[src/rtl/dual_bank_intc.sv]
module dual_bank_intc #(
  parameter int N_SRC  = 32,
  parameter int PRIO_W = 4
) (
  input  logic        clk,
  input  logic        rst_n,
  input  logic [11:0] bus_addr,
  input  logic        bus_wr,
  input  logic        bus_rd,
  input  logic [31:0] bus_wdata,
  output logic [31:0] bus_rdata,
  input  logic [31:0] src_in,
  output logic        irq_o,
  output logic        fiq_o
);
  localparam int IDX_W = $clog2(N_SRC);

  logic [31:0]       pol_q, stk_q, lat_q, cond, raw, clr;
  logic [PRIO_W-1:0] prio_q [N_SRC];
  logic [31:0]       en_q   [2];
  logic [PRIO_W-1:0] thr_q  [2];
  logic [31:0]       pend   [2];
  logic [IDX_W-1:0]  cur    [2];
  logic [PRIO_W:0]   best   [2];
  logic [1:0]        ack_hit;

  wire       in_bank = bus_addr[11:9] == 3'b000;
  wire       bsel    = bus_addr[8];
  wire [7:0] off     = bus_addr[7:0];
  wire       in_prio = bus_addr[11:7] == 5'b00110;
  wire [IDX_W-1:0] pidx = bus_addr[IDX_W+1:2];

  assign cond = ~(src_in ^ pol_q);
  assign raw  = (stk_q & lat_q) | (~stk_q & cond);

  always_comb begin
    for (int b = 0; b < 2; b++) begin
      pend[b] = '0;
      cur[b]  = '0;
      best[b] = {1'b1, {PRIO_W{1'b0}}};
      for (int i = 0; i < N_SRC; i++) begin
        if (raw[i] && en_q[b][i] && prio_q[i] <= thr_q[b]) begin
          pend[b][i] = 1'b1;
          if ({1'b0, prio_q[i]} < best[b]) begin
            best[b] = {1'b0, prio_q[i]};
            cur[b]  = IDX_W'(i);
          end
        end
      end
    end
  end

  assign irq_o = |pend[0];
  assign fiq_o = |pend[1];

  for (genvar b = 0; b < 2; b++) begin : g_ack
    assign ack_hit[b] = bus_rd && in_bank && bsel == b[0] && off == 8'h28 && |pend[b];
  end
  assign clr = ((ack_hit[0] ? 32'h1 << cur[0] : 32'h0) |
                (ack_hit[1] ? 32'h1 << cur[1] : 32'h0)) & stk_q;

  always_comb begin
    bus_rdata = '0;
    if (in_bank) begin
      case (off)
        8'h00:        bus_rdata = pend[bsel];
        8'h04:        bus_rdata = raw;
        8'h08, 8'h0C: bus_rdata = en_q[bsel];
        8'h20, 8'h28: bus_rdata = 32'(cur[bsel]);
        8'h2C:        bus_rdata = 32'(thr_q[bsel]);
        default:      bus_rdata = '0;
      endcase
    end else if (bus_addr == 12'h200) bus_rdata = pol_q;
    else if (bus_addr == 12'h204) bus_rdata = stk_q;
    else if (in_prio)             bus_rdata = 32'(prio_q[pidx]);
  end

  always_ff @(posedge clk or negedge rst_n) begin
    if (!rst_n) begin
      pol_q <= '1;
      stk_q <= '0;
      lat_q <= '0;
      for (int b = 0; b < 2; b++) begin
        en_q[b]  <= '0;
        thr_q[b] <= '1;
      end
      for (int i = 0; i < N_SRC; i++) prio_q[i] <= '0;
    end else begin
      lat_q <= (lat_q | (cond & stk_q)) & ~clr;
      if (bus_wr) begin
        if (in_bank) begin
          case (off)
            8'h08:   en_q[bsel]  <= en_q[bsel] | bus_wdata;
            8'h0C:   en_q[bsel]  <= en_q[bsel] & ~bus_wdata;
            8'h2C:   thr_q[bsel] <= bus_wdata[PRIO_W-1:0];
            default: ;
          endcase
        end else if (bus_addr == 12'h200) pol_q <= bus_wdata;
        else if (bus_addr == 12'h204) stk_q <= bus_wdata;
        else if (in_prio)             prio_q[pidx] <= bus_wdata[PRIO_W-1:0];
      end
    end
  end
endmodule

[config.mk]
export PLATFORM = sky130hd
export DESIGN_NAME = dual_bank_intc
export DESIGN_NICKNAME = d
export VERILOG_FILES = /design/src/rtl/dual_bank_intc.sv
export SDC_FILE = /design/constraint.sdc
export NUM_CORES = 2
export LEC_CHECK = 0
export ABC_CLOCK_PERIOD_IN_PS = 60900
export BUFFER_PORTS_ARGS = -buffer_cell sky130_fd_sc_hd__buf_2
export CORE_MARGIN = 1
export CORE_UTILIZATION = 33
export DETAILED_ROUTE_END_ITERATION = 6
export PLACE_DENSITY_LB_ADDON = 0.2
export SLEW_MARGIN = 20
export SYNTH_ARGS = -nofsm -noshare
export SYNTH_HDL_FRONTEND = slang
export SYNTH_SLANG_ARGS = --single-unit
[constraint.sdc]
create_clock -name clk -period 60.9 [get_ports clk]
set_clock_uncertainty 0.05 [all_clocks]
set_input_delay 9.135 -clock clk [delete_from_list [all_inputs] [get_ports clk]]
set_output_delay 9.135 -clock clk [all_outputs]
set_load 0.01 [all_outputs]
==> impl_metrics.xml <==
<?xml version="1.0" encoding="UTF-8"?>
<metrics>
  <group name="placement">
    <metric name="hpwl" unit="um">119000</metric>
    <metric name="place_worst_setup_slack" unit="ps">-2450</metric>
    <metric name="portBuffers" unit="">113</metric>
    <metric name="place.detailed.instances" unit="">5995</metric>
    <metric name="globalplace.congestion" unit="">0.998</metric>
  </group>
  <group name="floorplan">
    <metric name="die_height" unit="um">327</metric>
    <metric name="coreArea" unit="um^2">104000</metric>
    <metric name="die_area" unit="um^2">107000</metric>
    <metric name="chipWidth" unit="um">327</metric>
    <metric name="num_io_pins" unit="">114</metric>
    <metric name="floorplan.initialDensity" unit="%">33.5</metric>
    <metric name="placementRows" unit="">118</metric>
  </group>
  <group name="pwr">
    <metric name="combPwrFrac" unit="%">21.0</metric>
    <metric name="vdd_ir_drop_max" unit="mV">0.0197</metric>
    <metric name="share_seq_of_total_power" unit="%">35.7</metric>
    <metric name="power.density" unit="nW/um^2">12.5</metric>
    <metric name="finalPower" unit="uW">575</metric>
    <metric name="switch_pwr" unit="uW">179</metric>
    <metric name="p_clk_share" unit="%">43.4</metric>
    <metric name="switching_part_of_the_total_power" unit="%">31.1</metric>
    <metric name="power.static_leakage" unit="nW">20.5</metric>
    <metric name="internal_power" unit="uW">396</metric>
  </group>
  <group name="synth">
    <metric name="ys_seq_elements" unit="">296</metric>
    <metric name="synth.avg_cell_area" unit="um^2">8.54</metric>
    <metric name="synth_warnings" unit="">0</metric>
    <metric name="synth_top_flop_cell" unit="">dfrtp_1</metric>
    <metric name="mappedNetlistArea" unit="um^2">34900</metric>
    <metric name="synth-async-reset-ratio" unit="%">100</metric>
    <metric name="synth_edf_count" unit="">0</metric>
    <metric name="yosysUniqueCellTypes" unit="">160</metric>
    <metric name="synth_sequential_area_ratio" unit="%">21.4</metric>
    <metric name="syn_nets" unit="">4552</metric>
    <metric name="netlist_instances" unit="">4084</metric>
  </group>
  <group name="detailed_routing">
    <metric name="num_vias" unit="">37300</metric>
    <metric name="detailedRoute.firstPassIterationCount" unit="">7</metric>
    <metric name="post_drt_via_cell_ratio" unit="">5.98</metric>
    <metric name="routed_wire_length_per_instance" unit="um">25.8</metric>
    <metric name="drt_wl_total" unit="um">160000</metric>
    <metric name="post-route-drc-count" unit="">5</metric>
    <metric name="antenna_left" unit="">0</metric>
    <metric name="number_of_violations_reported_at_the_end_of_detailed_routing_iteration_0" unit="">3884</metric>
  </group>
  <group name="timing">
    <metric name="timing.final.crit_share" unit="%">98.0</metric>
    <metric name="report.final.slew_viol_count" unit="">0</metric>
    <metric name="worstMarginPinSlew" unit="ps">1430</metric>
    <metric name="hold_viol_final" unit="">0</metric>
    <metric name="setup-violations-final" unit="">0</metric>
    <metric name="final.setup.tns" unit="ps">0</metric>
    <metric name="rsz0062_at_grt" unit="">yes</metric>
    <metric name="period_needed" unit="ps">59670</metric>
    <metric name="relSlewSlack" unit="%">3.68</metric>
    <metric name="setup_ws" unit="ps">1230</metric>
    <metric name="max_clock_freq" unit="MHz">16.8</metric>
  </group>
  <group name="layout">
    <metric name="fillCellCount" unit="">10300</metric>
    <metric name="multiInputGateArea" unit="um^2">28800</metric>
    <metric name="drive_gt1_share" unit="%">37.8</metric>
    <metric name="seqCellArea" unit="um^2">7460</metric>
    <metric name="most-common-layout-cells" unit="">buf_4 (700), o21ai_0 (355), nand2_1 (333)</metric>
    <metric name="final_cell_count_no_fill" unit="">6229</metric>
    <metric name="nets" unit="">5284</metric>
    <metric name="area_delta_synth_final" unit="%">32.5</metric>
    <metric name="commonest_non_fill_non_tap_cell_in_the_layout" unit="">buf_4</metric>
  </group>
  <group name="hold_path">
    <metric name="timing.hold.worst.class" unit="">flop to flop</metric>
  </group>
  <group name="clock_tree">
    <metric name="cts_hold_repair.buffers" unit="">0</metric>
    <metric name="clock-sinks" unit="">296</metric>
    <metric name="cts_root_buffer" unit="">clkbuf_16</metric>
    <metric name="clk_path_buf_depth" unit="">3</metric>
    <metric name="tritoncts.num_buffers" unit="">40</metric>
    <metric name="insertion_delay" unit="ps">580</metric>
    <metric name="htree_levels" unit="">2</metric>
    <metric name="tritoncts" unit="">done</metric>
    <metric name="clkSlewWorstSetupHoldPaths" unit="ps">60</metric>
  </group>
  <group name="job">
    <metric name="cap_violations" unit="">0</metric>
  </group>
  <group name="worst_setup_path">
    <metric name="critPathLaunchType" unit="">primary input</metric>
    <metric name="arrival" unit="ps">50490</metric>
    <metric name="timing.critical_path.required" unit="ps">51720</metric>
    <metric name="critical_path.slowest_cell" unit="">or4_4</metric>
    <metric name="setup.worst_path.end_class" unit="">output pin</metric>
    <metric name="worst_path_max_stage_delay" unit="ps">560</metric>
    <metric name="worst-path-max-fanout" unit="">7</metric>
    <metric name="worstSetupPathType" unit="">primary input to output pin</metric>
    <metric name="worst_path_most_repeated_cell" unit="">ha_4</metric>
  </group>
  <group name="run_status">
    <metric name="run_status" unit="">finished with violations</metric>
    <metric name="failed_checks" unit="">DRC</metric>
  </group>
  <group name="global_route">
    <metric name="grt.total_usage" unit="%">28.6</metric>
    <metric name="overall_overflow_remaining_after_global_route" unit="">0</metric>
    <metric name="grt_pass1_vias" unit="">34800</metric>
    <metric name="grt_start_max_net_pins" unit="">151</metric>
    <metric name="antenna_found_initial" unit="">14</metric>
    <metric name="grt_pass1_wl" unit="um">231000</metric>
  </group>
</metrics>
-- what timing repair did --
action                                  4_1_cts  5_1_grt
gates resized for setup                     147      435
pin swaps                                    43      229
buffers inserted                             52      106
endpoints found under the setup margin        5        5
-- sequential cells by signal (all words and copies together) (netlist names) --
name / count
prio_q: 128
en_q: 64
lat_q: 32
pol_q: 32
stk_q: 32
thr_q: 8
-- cells by family (layout without fill, tap and decap cells) --
group           count (synthesis)  after routing  share of synthesized area, %
compound gates               1479           1479                          30.5
xor+xnor                       34             34                         0.854
fa+ha+maj                     408            408                          14.5
buf+inv                       366           1126                          4.40
flops                         296            296                          21.4
mux                           301            301                          10.5
other cells                     0              5                             0
simple gates                 1200           1200                          17.8
-- metrics by stage --
stage               util, %  hold slack [ps]  instance area (um^2)
finish                 44.4              467                 46200
global route           44.4              487                 46200
CTS                    41.5              462                 43200
detailed placement     39.3              454                 40900
global placement       39.3              451                 40900
floorplan                 -              426                 35000
-- cells in the mapped netlist, types with 13 or more instances --
master | n | area (um^2)
a211oi_1 | 37 | 278
mux2i_1 | 69 | 691
maj3_1 | 20 | 200
a2bb2oi_1 | 13 | 114
inv_1 | 224 | 841
nand3_1 | 105 | 526
buf_1 | 13 | 48.8
a41o_1 | 46 | 460
a41oi_1 | 16 | 140
o21ai_0 | 397 | 1990
nand4_1 | 47 | 294
dfstp_2 | 40 | 1050
dfrtp_1 | 256 | 6410
o21a_1 | 68 | 510
a31o_2 | 21 | 184
mux4_2 | 32 | 721
a22oi_1 | 46 | 345
and2_1 | 27 | 169
xor2_1 | 29 | 254
a21oi_1 | 227 | 1140
a22o_1 | 66 | 578
nor2_1 | 241 | 905
or3_1 | 19 | 119
clkbuf_1 | 103 | 387
o22ai_1 | 22 | 138
a31oi_1 | 57 | 357
o31ai_1 | 27 | 203
nand2_1 | 351 | 1320
and2_2 | 15 | 113
o21ai_1 | 19 | 95.1
a222oi_1 | 35 | 350
o21bai_1 | 22 | 165
a21o_1 | 53 | 398
a21o_2 | 18 | 158
o211ai_1 | 28 | 210
mux2_2 | 196 | 2210
or2_2 | 31 | 194
nand2b_1 | 73 | 457
nor2b_1 | 72 | 450
and3_1 | 46 | 288
ha_1 | 388 | 4850
nor3_1 | 52 | 260
-- critical path: cells and delay by family --
kind | cells | cell delay (ps)
compound gates | 100 | 17780
fa+ha+maj | 31 | 7680
simple gates | 38 | 6600
mux | 21 | 5580
buf+inv | 33 | 3480
xor+xnor | 1 | 140
-- routing by layer --
| layer | global-route usage, % | vias to the layer above | routed length, um |
|---|---|---|---|
| met2 | 43.6 | 1568 | 69100 |
| met5 | 0 | - | 64 |
| met4 | 10.0 | 10 | 6360 |
| met3 | 5.23 | 292 | 14100 |
| li1 | - | 17100 | - |
| met1 | 40.2 | 18300 | 70800 |
-- cell type report --
cell class	instances	area share [%]
Multi-Input combinational cell	3422	62.3
Sequential cell	296	16.1
Tap cell	1380	3.74
Clock buffer	54	2.48
Clock inverter	16	0.431
Inverter	227	1.86
Timing Repair Buffer	829	13.1
Antenna cell	5	0.0271
-- worst paths after layout --
path,end,slack [ps],startpoint,cells after the start
setup / recovery,bus_rdata[3],1230,src_in[0],224
hold / removal,lat_q[21],470,stk_q[21],1
setup reg to reg,lat_q[28],17470,thr_q[3],239
hold reg to reg,lat_q[21],470,stk_q[21],1
max in group asynchronous,en_q[9],50820,rst_n,2
min in group asynchronous,en_q[59],8540,rst_n,1
-- power groups by stage --
stage	combinational, mW	clock [mW]	sequential [mW]
global route	0.129	0.259	0.205
detailed placement	0.106	0	0.208
floorplan	0.0585	0	0.205
CTS	0.109	0.252	0.204
finish	0.121	0.250	0.205
global placement	0.106	0	0.208
No activity file was read; power rests on OpenSTA's default activity.
